<file path="src/rtl/edge_mon_pkg.sv">
// Shared types for the edge timestamp monitor.
package edge_mon_pkg;
    // Readout sequencer states.
    typedef enum logic [1:0] {
        DR_IDLE = 2'd0,
        DR_HDR  = 2'd1,
        DR_DATA = 2'd2
    } drain_state_e;

    // Width of the header count field.
    localparam int CNT_W = 8;
endpackage

</file>
<file path="src/rtl/line_sync.sv">
// line_sync: two-flop synchronizer on one asynchronous line, followed by an
// edge detector. Assumes the line is low while reset is held.
// Edge pulses are combinational from the third flop stage.
module line_sync (
    input  logic clk,
    input  logic rst_n,
    input  logic line_i,
    output logic rise_o,
    output logic fall_o
);
    logic meta_q, sync_q, prev_q;

    // Synchronize the line and keep the previous synchronized level.
    always_ff @(posedge clk) begin
        if (!rst_n) begin
            meta_q <= 1'b0;
            sync_q <= 1'b0;
            prev_q <= 1'b0;
        end else begin
            meta_q <= line_i;
            sync_q <= meta_q;
            prev_q <= sync_q;
        end
    end

    assign rise_o = sync_q & ~prev_q;
    assign fall_o = ~sync_q & prev_q;
endmodule

</file>
<file path="src/rtl/stamp_fifo.sv">
// stamp_fifo: small synchronous FIFO holding timestamps. The head is
// presented combinationally. A push when full or a pop when empty is ignored.
// Push and pop may happen in the same cycle.
module stamp_fifo #(
    parameter int W     = 16,
    parameter int DEPTH = 16,
    localparam int AW    = (DEPTH > 1) ? $clog2(DEPTH) : 1,
    localparam int LVL_W = $clog2(DEPTH + 1)
) (
    input  logic             clk,
    input  logic             rst_n,
    input  logic             push_i,
    input  logic [W-1:0]     din_i,
    input  logic             pop_i,
    output logic [W-1:0]     head_o,
    output logic [LVL_W-1:0] level_o,
    output logic             full_o
);
    logic [W-1:0]     mem_q [DEPTH];
    logic [AW-1:0]    wr_q, rd_q;
    logic [LVL_W-1:0] lvl_q;
    logic             do_push, do_pop;

    assign full_o  = (lvl_q == LVL_W'(DEPTH));
    assign do_push = push_i && !full_o;
    assign do_pop  = pop_i && (lvl_q != '0);
    assign head_o  = mem_q[rd_q];
    assign level_o = lvl_q;

    // Store the incoming word at the write pointer.
    always_ff @(posedge clk) begin
        if (do_push) mem_q[wr_q] <= din_i;
    end

    // Advance the pointers and track the fill level.
    always_ff @(posedge clk) begin
        if (!rst_n) begin
            wr_q  <= '0;
            rd_q  <= '0;
            lvl_q <= '0;
        end else begin
            if (do_push) wr_q <= (wr_q == AW'(DEPTH - 1)) ? '0 : wr_q + 1'b1;
            if (do_pop)  rd_q <= (rd_q == AW'(DEPTH - 1)) ? '0 : rd_q + 1'b1;
            case ({do_push, do_pop})
                2'b10:   lvl_q <= lvl_q + 1'b1;
                2'b01:   lvl_q <= lvl_q - 1'b1;
                default: lvl_q <= lvl_q;
            endcase
        end
    end
endmodule

</file>
<file path="src/rtl/chan_capture.sv">
// chan_capture: per-channel capture. It queues a stamp on every edge, keeps
// the sticky overflow flag, and checks the minimum time between consecutive
// edges. Assumes MIN_PULSE >= 1. The elapsed counter saturates, so gaps
// longer than a counter wrap are still judged correctly.
module chan_capture
    import edge_mon_pkg::*;
#(
    parameter int TS_W      = 16,
    parameter int DEPTH     = 16,
    parameter int MIN_PULSE = 171,
    localparam int EL_W  = $clog2(MIN_PULSE + 1),
    localparam int LVL_W = $clog2(DEPTH + 1)
) (
    input  logic             clk,
    input  logic             rst_n,
    input  logic             edge_i,
    input  logic [TS_W-1:0]  stamp_i,
    input  logic             clr_i,
    input  logic             pop_i,
    output logic [CNT_W-1:0] level_o,
    output logic [TS_W-1:0]  head_o,
    output logic             ovf_o,
    output logic             width_viol_o
);
    localparam logic [EL_W-1:0] MIN_L = EL_W'(MIN_PULSE);

    logic             full, push;
    logic             ovf_q, viol_q, seen_q;
    logic [EL_W-1:0]  elapsed_q;
    logic [LVL_W-1:0] lvl;
    logic             short_gap;

    assign push      = edge_i && !full && !ovf_q;
    assign short_gap = edge_i && seen_q && (elapsed_q < MIN_L);

    stamp_fifo #(.W(TS_W), .DEPTH(DEPTH)) fifo_i (
        .clk     (clk),
        .rst_n   (rst_n),
        .push_i  (push),
        .din_i   (stamp_i),
        .pop_i   (pop_i),
        .head_o  (head_o),
        .level_o (lvl),
        .full_o  (full)
    );

    assign level_o = CNT_W'(lvl);

    // Sticky overflow: sets on an edge lost to a full FIFO, cleared on request.
    always_ff @(posedge clk) begin
        if (!rst_n)     ovf_q <= 1'b0;
        else if (clr_i) ovf_q <= 1'b0;
        else if (edge_i && full) ovf_q <= 1'b1;
    end

    // Count ticks since the last edge, saturating at the threshold.
    always_ff @(posedge clk) begin
        if (!rst_n) begin
            elapsed_q <= '0;
            seen_q    <= 1'b0;
        end else if (edge_i) begin
            elapsed_q <= EL_W'(1);
            seen_q    <= 1'b1;
        end else if (elapsed_q < MIN_L) begin
            elapsed_q <= elapsed_q + 1'b1;
        end
    end

    // Sticky width violation flag.
    always_ff @(posedge clk) begin
        if (!rst_n)         viol_q <= 1'b0;
        else if (clr_i)     viol_q <= 1'b0;
        else if (short_gap) viol_q <= 1'b1;
    end

    assign ovf_o        = ovf_q;
    assign width_viol_o = viol_q;
endmodule

</file>
<file path="src/rtl/setup_check.sv">
// setup_check: per-motor check of the ticks from the last direction edge to a
// step rising edge. A direction edge in the same cycle counts as zero ticks.
// Assumes MIN_SETUP >= 1.
module setup_check #(
    parameter int MIN_SETUP = 59,
    localparam int EL_W = $clog2(MIN_SETUP + 1)
) (
    input  logic clk,
    input  logic rst_n,
    input  logic dir_edge_i,
    input  logic step_rise_i,
    input  logic clr_i,
    output logic viol_o
);
    localparam logic [EL_W-1:0] MIN_L = EL_W'(MIN_SETUP);

    logic [EL_W-1:0] since_q, gap;
    logic            dir_seen_q, hit, viol_q;

    assign gap = dir_edge_i ? '0 : since_q;
    assign hit = step_rise_i && (dir_seen_q || dir_edge_i) && (gap < MIN_L);

    // Ticks since the last direction edge, saturating at the threshold.
    always_ff @(posedge clk) begin
        if (!rst_n) begin
            since_q    <= '0;
            dir_seen_q <= 1'b0;
        end else if (dir_edge_i) begin
            since_q    <= EL_W'(1);
            dir_seen_q <= 1'b1;
        end else if (since_q < MIN_L) begin
            since_q <= since_q + 1'b1;
        end
    end

    // Sticky setup violation flag.
    always_ff @(posedge clk) begin
        if (!rst_n)     viol_q <= 1'b0;
        else if (clr_i) viol_q <= 1'b0;
        else if (hit)   viol_q <= 1'b1;
    end

    assign viol_o = viol_q;
endmodule

</file>
<file path="src/rtl/drain_sequencer.sv">
// drain_sequencer: on a strobe while idle, walks the channels in order. For
// each channel it sends a header with the count taken at that moment, then
// pops exactly that many entries, one word per cycle. Strobes while busy are
// ignored. Entries that arrive after a header wait for the next readout.
module drain_sequencer
    import edge_mon_pkg::*;
#(
    parameter int NCH  = 8,
    parameter int TS_W = 16,
    localparam int CH_W = $clog2(NCH)
) (
    input  logic                       clk,
    input  logic                       rst_n,
    input  logic                       drain_i,
    input  logic [NCH-1:0][CNT_W-1:0]  lvl_i,
    input  logic [NCH-1:0][TS_W-1:0]   head_i,
    output logic [NCH-1:0]             pop_o,
    output logic                       valid_o,
    output logic                       hdr_o,
    output logic [CH_W-1:0]            chan_o,
    output logic [TS_W-1:0]            data_o
);
    drain_state_e     state_q;
    logic [CH_W-1:0]  ch_q;
    logic [CNT_W-1:0] remain_q;
    logic             last_ch;

    assign last_ch = (ch_q == CH_W'(NCH - 1));

    // Step through the header and entry words of each channel.
    always_ff @(posedge clk) begin
        if (!rst_n) begin
            state_q  <= DR_IDLE;
            ch_q     <= '0;
            remain_q <= '0;
        end else begin
            case (state_q)
                DR_IDLE: begin
                    if (drain_i) begin
                        state_q <= DR_HDR;
                        ch_q    <= '0;
                    end
                end
                DR_HDR: begin
                    remain_q <= lvl_i[ch_q];
                    if (lvl_i[ch_q] != '0) begin
                        state_q <= DR_DATA;
                    end else if (last_ch) begin
                        state_q <= DR_IDLE;
                    end else begin
                        ch_q <= ch_q + 1'b1;
                    end
                end
                DR_DATA: begin
                    remain_q <= remain_q - 1'b1;
                    if (remain_q == CNT_W'(1)) begin
                        if (last_ch) begin
                            state_q <= DR_IDLE;
                        end else begin
                            state_q <= DR_HDR;
                            ch_q    <= ch_q + 1'b1;
                        end
                    end
                end
                default: state_q <= DR_IDLE;
            endcase
        end
    end

    // Pop the current channel on every entry word.
    always_comb begin
        pop_o = '0;
        if (state_q == DR_DATA) pop_o[ch_q] = 1'b1;
    end

    assign valid_o = (state_q != DR_IDLE);
    assign hdr_o   = (state_q == DR_HDR);
    assign chan_o  = ch_q;
    assign data_o  = (state_q == DR_HDR) ? TS_W'(lvl_i[ch_q]) : head_i[ch_q];
endmodule

</file>
<file path="src/rtl/edge_stamp_monitor.sv">
// edge_stamp_monitor: top level. One shared tick counter stamps the edges of
// every channel. The stamp is the counter value minus the synchronizer
// latency, so it names the period in which the line changed. Channel 2m is the
// step line and channel 2m+1 the direction line of motor m.
module edge_stamp_monitor
    import edge_mon_pkg::*;
#(
    parameter int NUM_MOTORS      = 4,
    parameter int TS_W            = 16,
    parameter int FIFO_DEPTH      = 16,
    parameter int MIN_PULSE_TICKS = 171,
    parameter int MIN_SETUP_TICKS = 59,
    localparam int NCH  = 2 * NUM_MOTORS,
    localparam int CH_W = $clog2(NCH)
) (
    input  logic                  clk,
    input  logic                  rst_n,
    input  logic [NCH-1:0]        lines_i,
    input  logic                  drain_i,
    input  logic [NCH-1:0]        flag_clr_i,
    output logic                  out_valid_o,
    output logic                  out_hdr_o,
    output logic [CH_W-1:0]       out_chan_o,
    output logic [TS_W-1:0]       out_data_o,
    output logic [NCH-1:0]        ovf_o,
    output logic [NCH-1:0]        width_viol_o,
    output logic [NUM_MOTORS-1:0] setup_viol_o
);
    localparam int SYNC_LAT = 2;

    logic [TS_W-1:0]                tick_q, stamp;
    logic [NCH-1:0]                 rise, fall, pop;
    logic [NCH-1:0][CNT_W-1:0]      lvl;
    logic [NCH-1:0][TS_W-1:0]       head;

    // Free-running shared tick counter.
    always_ff @(posedge clk) begin
        if (!rst_n) tick_q <= '0;
        else        tick_q <= tick_q + 1'b1;
    end

    assign stamp = tick_q - TS_W'(SYNC_LAT);

    for (genvar c = 0; c < NCH; c++) begin : g_chan
        line_sync sync_i (
            .clk    (clk),
            .rst_n  (rst_n),
            .line_i (lines_i[c]),
            .rise_o (rise[c]),
            .fall_o (fall[c])
        );

        chan_capture #(
            .TS_W      (TS_W),
            .DEPTH     (FIFO_DEPTH),
            .MIN_PULSE (MIN_PULSE_TICKS)
        ) cap_i (
            .clk          (clk),
            .rst_n        (rst_n),
            .edge_i       (rise[c] | fall[c]),
            .stamp_i      (stamp),
            .clr_i        (flag_clr_i[c]),
            .pop_i        (pop[c]),
            .level_o      (lvl[c]),
            .head_o       (head[c]),
            .ovf_o        (ovf_o[c]),
            .width_viol_o (width_viol_o[c])
        );
    end

    for (genvar m = 0; m < NUM_MOTORS; m++) begin : g_motor
        setup_check #(.MIN_SETUP(MIN_SETUP_TICKS)) setup_i (
            .clk         (clk),
            .rst_n       (rst_n),
            .dir_edge_i  (rise[2*m+1] | fall[2*m+1]),
            .step_rise_i (rise[2*m]),
            .clr_i       (flag_clr_i[2*m]),
            .viol_o      (setup_viol_o[m])
        );
    end

    drain_sequencer #(.NCH(NCH), .TS_W(TS_W)) drain_i_seq (
        .clk     (clk),
        .rst_n   (rst_n),
        .drain_i (drain_i),
        .lvl_i   (lvl),
        .head_i  (head),
        .pop_o   (pop),
        .valid_o (out_valid_o),
        .hdr_o   (out_hdr_o),
        .chan_o  (out_chan_o),
        .data_o  (out_data_o)
    );
endmodule

</file>
<file path="config.mk">
export PLATFORM = sky130hd
export DESIGN_NAME = edge_stamp_monitor
export DESIGN_NICKNAME = d
export VERILOG_FILES = /design/src/rtl/edge_mon_pkg.sv /design/src/rtl/line_sync.sv /design/src/rtl/stamp_fifo.sv /design/src/rtl/chan_capture.sv /design/src/rtl/setup_check.sv /design/src/rtl/drain_sequencer.sv /design/src/rtl/edge_stamp_monitor.sv
export SDC_FILE = /design/constraint.sdc
export NUM_CORES = 2
export LEC_CHECK = 0
export ABC_AREA = 1
export BUFFER_PORTS_ARGS = -buffer_cell sky130_fd_sc_hd__clkbuf_2
export CAP_MARGIN = 0
export CORE_AREA = 5 5 590 592
export DETAILED_ROUTE_END_ITERATION = 10
export DIE_AREA = 0 0 595 597
export HOLD_SLACK_MARGIN = 0.15
export PLACE_DENSITY = 0.5
export SLEW_MARGIN = 20
export SYNTH_ARGS = -nofsm -noshare
export SYNTH_HDL_FRONTEND = slang
export SYNTH_HIERARCHICAL = 1
export SYNTH_SLANG_ARGS = --single-unit
export TNS_END_PERCENT = 30
</file>
<file path="constraint.sdc">
create_clock -name clk -period 10.4 [get_ports clk]
set_input_delay 2.08 -clock clk [delete_from_list [all_inputs] [get_ports clk]]
set_output_delay 2.08 -clock clk [all_outputs]
set_load 0.02 [all_outputs]
</file>
==> impl_metrics.csv <==
group,metric,value,unit
outcome,status,"complete, no violations",
detailed_routing,drc,0,
grt,grt_usage,15.3,%
power,leakage,0.0407,uW
clocking,cts_setup_buffers,0,
worst_setup_path,worst-endpoint-arrival,5020,ps
floorplan,floorplan.die_area,355000,sq um
synth,yosys.cell_types.count,45,
sta,layout_min_cycle_time,7100,ps
worst_setup_path,path_common_cell,"nand3_1",
floorplan,ios,60,
detailed_routing,dr.pass1.iters,6,
worst_setup_path,start_kind,"register",
layout,mostFrequentLayoutCells,"edfxtp_1, inv_1, nand2_1, nand3_1, a21oi_1",
layout,syn_to_final_growth,13.1,%
power,cellPowerDensity,195,nW/um^2
worst_setup_path,crit_fanout,100,
layout,fin_area,116000,sq um
synth,synth_top_area_share,60.2,%
worst_setup_path,critPathKind,"register to output pin",
sta,setup_viol_count_final,0,
synth,synth_edf_count,2048,
grt,antenna_found_initial,7,
grt,overflow,0,
sta,drv_slew,0,
clocking,cts_root_buf,"clkbuf_16",
worst_hold_path,hold-path-cell-count,2,
detailed_routing,vias_per_cell,4.81,
clocking,path_clk_slew,60,ps
sta,min_period_over_period,68.3,%
synth,ys_seq_area_share,66.3,%
worst_setup_path,crit_path_cell_trace,"buf_4 > nand2_1 > o211ai_1 > nand3_1 > nand3_1 > nand2_1 > a221oi_1 > nand3_1 > nand3_1 > o21ai_1 > clkbuf_2",
worst_hold_path,hp-class,"register to register",
worst_setup_path,rr_worst_depth,8,
worst_setup_path,slowest_delay,930,ps
sta,setup_tns,0,ps
run,drv_cap,0,
synth,synthFlopType,"edfxtp_1",
sta,clock_skew,50.3,ps
detailed_routing,vias,68000,
worst_setup_path,reg2reg_setup_slack,6060,ps
placed_design,pre_cts_ws,4200,ps
layout,drive_gt1_share,8.81,%
clocking,clk_latency,880,ps
clocking,cts_resized,0,
detailed_routing,final_antenna_net_count,0,
clocking,clkSinkCount,2357,
placed_design,place_hpwl,168000,um
floorplan,start_util,29.9,%
clocking,cts-buffers-inserted,271,
grt,grt_pass1_vias,65300,
detailed_routing,wl_per_cell,20.0,um
floorplan,core-area,342000,sq um
clocking,postCtsHoldBufs,0,
clocking,clk_path_buf_depth,4,
power,vdd_drop_max,0.000117,V
synth,avgSynthCellArea,10.9,sq um
worst_setup_path,critPathRequiredTime,8320,ps
worst_setup_path,worstSetupPathDepth,11,
placed_design,port_buffers,59,
worst_setup_path,worst_path_max_delay_cell,"dfxtp_4",
sta,fmax,141,MHz
layout,final_common_cell,"edfxtp_1",
detailed_routing,drt_iter0_markers,6353,
sta,final_hold_viol_count,0,
sta,rsz0062_at_grt,"false",
synth,synthCells,9351,
layout,nets,9476,
placed_design,gp_congestion,0.894,
worst_setup_path,crit_buf_inv,2,
worst_setup_path,crit_family,"buffers and inverters",
floorplan,die_y,597,um
synth,ys_warn_count,6,
layout,fillers,33800,
floorplan,rows,215,
placed_design,place_area,107000,sq um
sta,setup_slack,3300,ps
clocking,ctsHtreeMaxLevel,5,
synth,yosys.area.top_type,"edfxtp_1",
synth,synth_seq_cells,2357,
synth,async_reset_ff_share,0,%
floorplan,die_x,595,um
synth,syn-cell-area,102000,sq um
grt,grt_pass1_wl,420000,um
synth,synth_area_leaders,"edfxtp_1, dfxtp_1, inv_1",
grt,grt_max_degree,257,
sta,worst_pin_slew,1160,ps
detailed_routing,drt_wl_total,283000,um
sta,slew_headroom,22.7,%
clocking,cts_tree,"yes",
worst_setup_path,worstSetupEndpointType,"output pin",
[Yosys cell counts, drive strengths merged (25+ instances only)]
cell,n
edfxtp,2048
inv,1476
nand2,1342
nand3,1017
a21oi,681
o21ai,641
o211ai,512
nor2,499
buf,335
dfxtp,309
clkbuf,146
ha,94
xor2,49
nand4,43
nor3,30
or2,29
xnor2,25
[final cells by class]
cell class / instances / area (sq um) / area share (%)
Timing Repair Buffer: 204 / 1460 / 1.26
Clock buffer: 355 / 7370 / 6.38
Sequential cell: 2357 / 67800 / 58.7
Antenna cell: 3 / 7.51 / 0.00650
Clock inverter: 132 / 1100 / 0.952
Multi-Input combinational cell: 5047 / 26500 / 23.0
Inverter: 1482 / 5590 / 4.84
Tap cell: 4557 / 5700 / 4.94
[per-stage QoR]
stage,total power [uW],hold slack (ps),util [%],instances
after floorplan,12400,390,-,9367
after global placement,13500,399,31.2,13600
after detailed placement,13600,401,31.3,13600
after CTS,22800,415,33.7,14100
after global routing,23300,453,33.8,14100
final,22500,414,33.8,14100
[report_power, final]
group / internal, uW / total [uW] / switching, uW
sequential: 10700 / 10800 / 164
clock: 5260 / 9150 / 3890
combinational: 580 / 2530 / 1950
total: 16500 / 22500 / 6010
[flip-flops by register name (all words and copies together) (netlist names), 8 cells and up, named ones only]
name                         flops
g_chan.cap_i/fifo_i/mem_q     2048
g_chan.cap_i/elapsed_q          64
g_chan.cap_i/fifo_i/level_o     40
g_chan.cap_i/fifo_i/rd_q        32
g_chan.cap_i/fifo_i/wr_q        32
g_motor.setup_i/since_q         24
tick_q                          16
drain_i_seq/remain_q             8
g_chan.cap_i/ovf_o               8
g_chan.cap_i/seen_q              8
g_chan.cap_i/width_viol_o        8
g_chan.sync_i/meta_q             8
g_chan.sync_i/prev_q             8
g_chan.sync_i/sync_q             8
[final timing paths]
kind,start,to
setup / recovery,register,out_data_o[1]
hold / removal,g_chan[2].sync_i/meta_q$_SDFF_PN0_,g_chan[2].sync_i/sync_q$_SDFF_PN0_
setup reg to reg,tick_q[1]$_SDFF_PN0_,g_chan[7].cap_i/fifo_i/mem_q[2][13]$_DFFE_PP_
hold reg to reg,g_chan[2].sync_i/meta_q$_SDFF_PN0_,g_chan[2].sync_i/sync_q$_SDFF_PN0_
[worst register-to-register path, delay by kind of cell, from the launching register on]
| family | cells | cell delay, ps |
|---|---|---|
| flops | 1 | 360 |
| buf+inv | 3 | 1870 |
| simple gates | 3 | 580 |
| fa+ha+maj | 1 | 430 |
| xor+xnor | 1 | 710 |
[per-layer routing]
metal  up-vias  track usage, %  part of all wire (%)
li1      32200               -                     -
met1     33400            20.9                    44
met2      1931            24.8                    46
met3       444            2.10                   5.7
met4         0            5.97                   4.0
met5         -               0                     0
[kinds of logic (layout without fill, tap and decap cells)]
| logic type | Yosys count | count (layout) | share of synthesized area (%) |
|---|---|---|---|
| simple gates | 2975 | 2975 | 12.9 |
| fa+ha+maj | 94 | 94 | 1.15 |
| compound gates | 1880 | 1880 | 10.7 |
| other cells | 8 | 27 | 0.0294 |
| flops | 2357 | 2357 | 66.3 |
| buf+inv | 1963 | 2173 | 8.36 |
| xor+xnor | 74 | 74 | 0.635 |
Note: power is estimated with default switching activity, not from simulation.
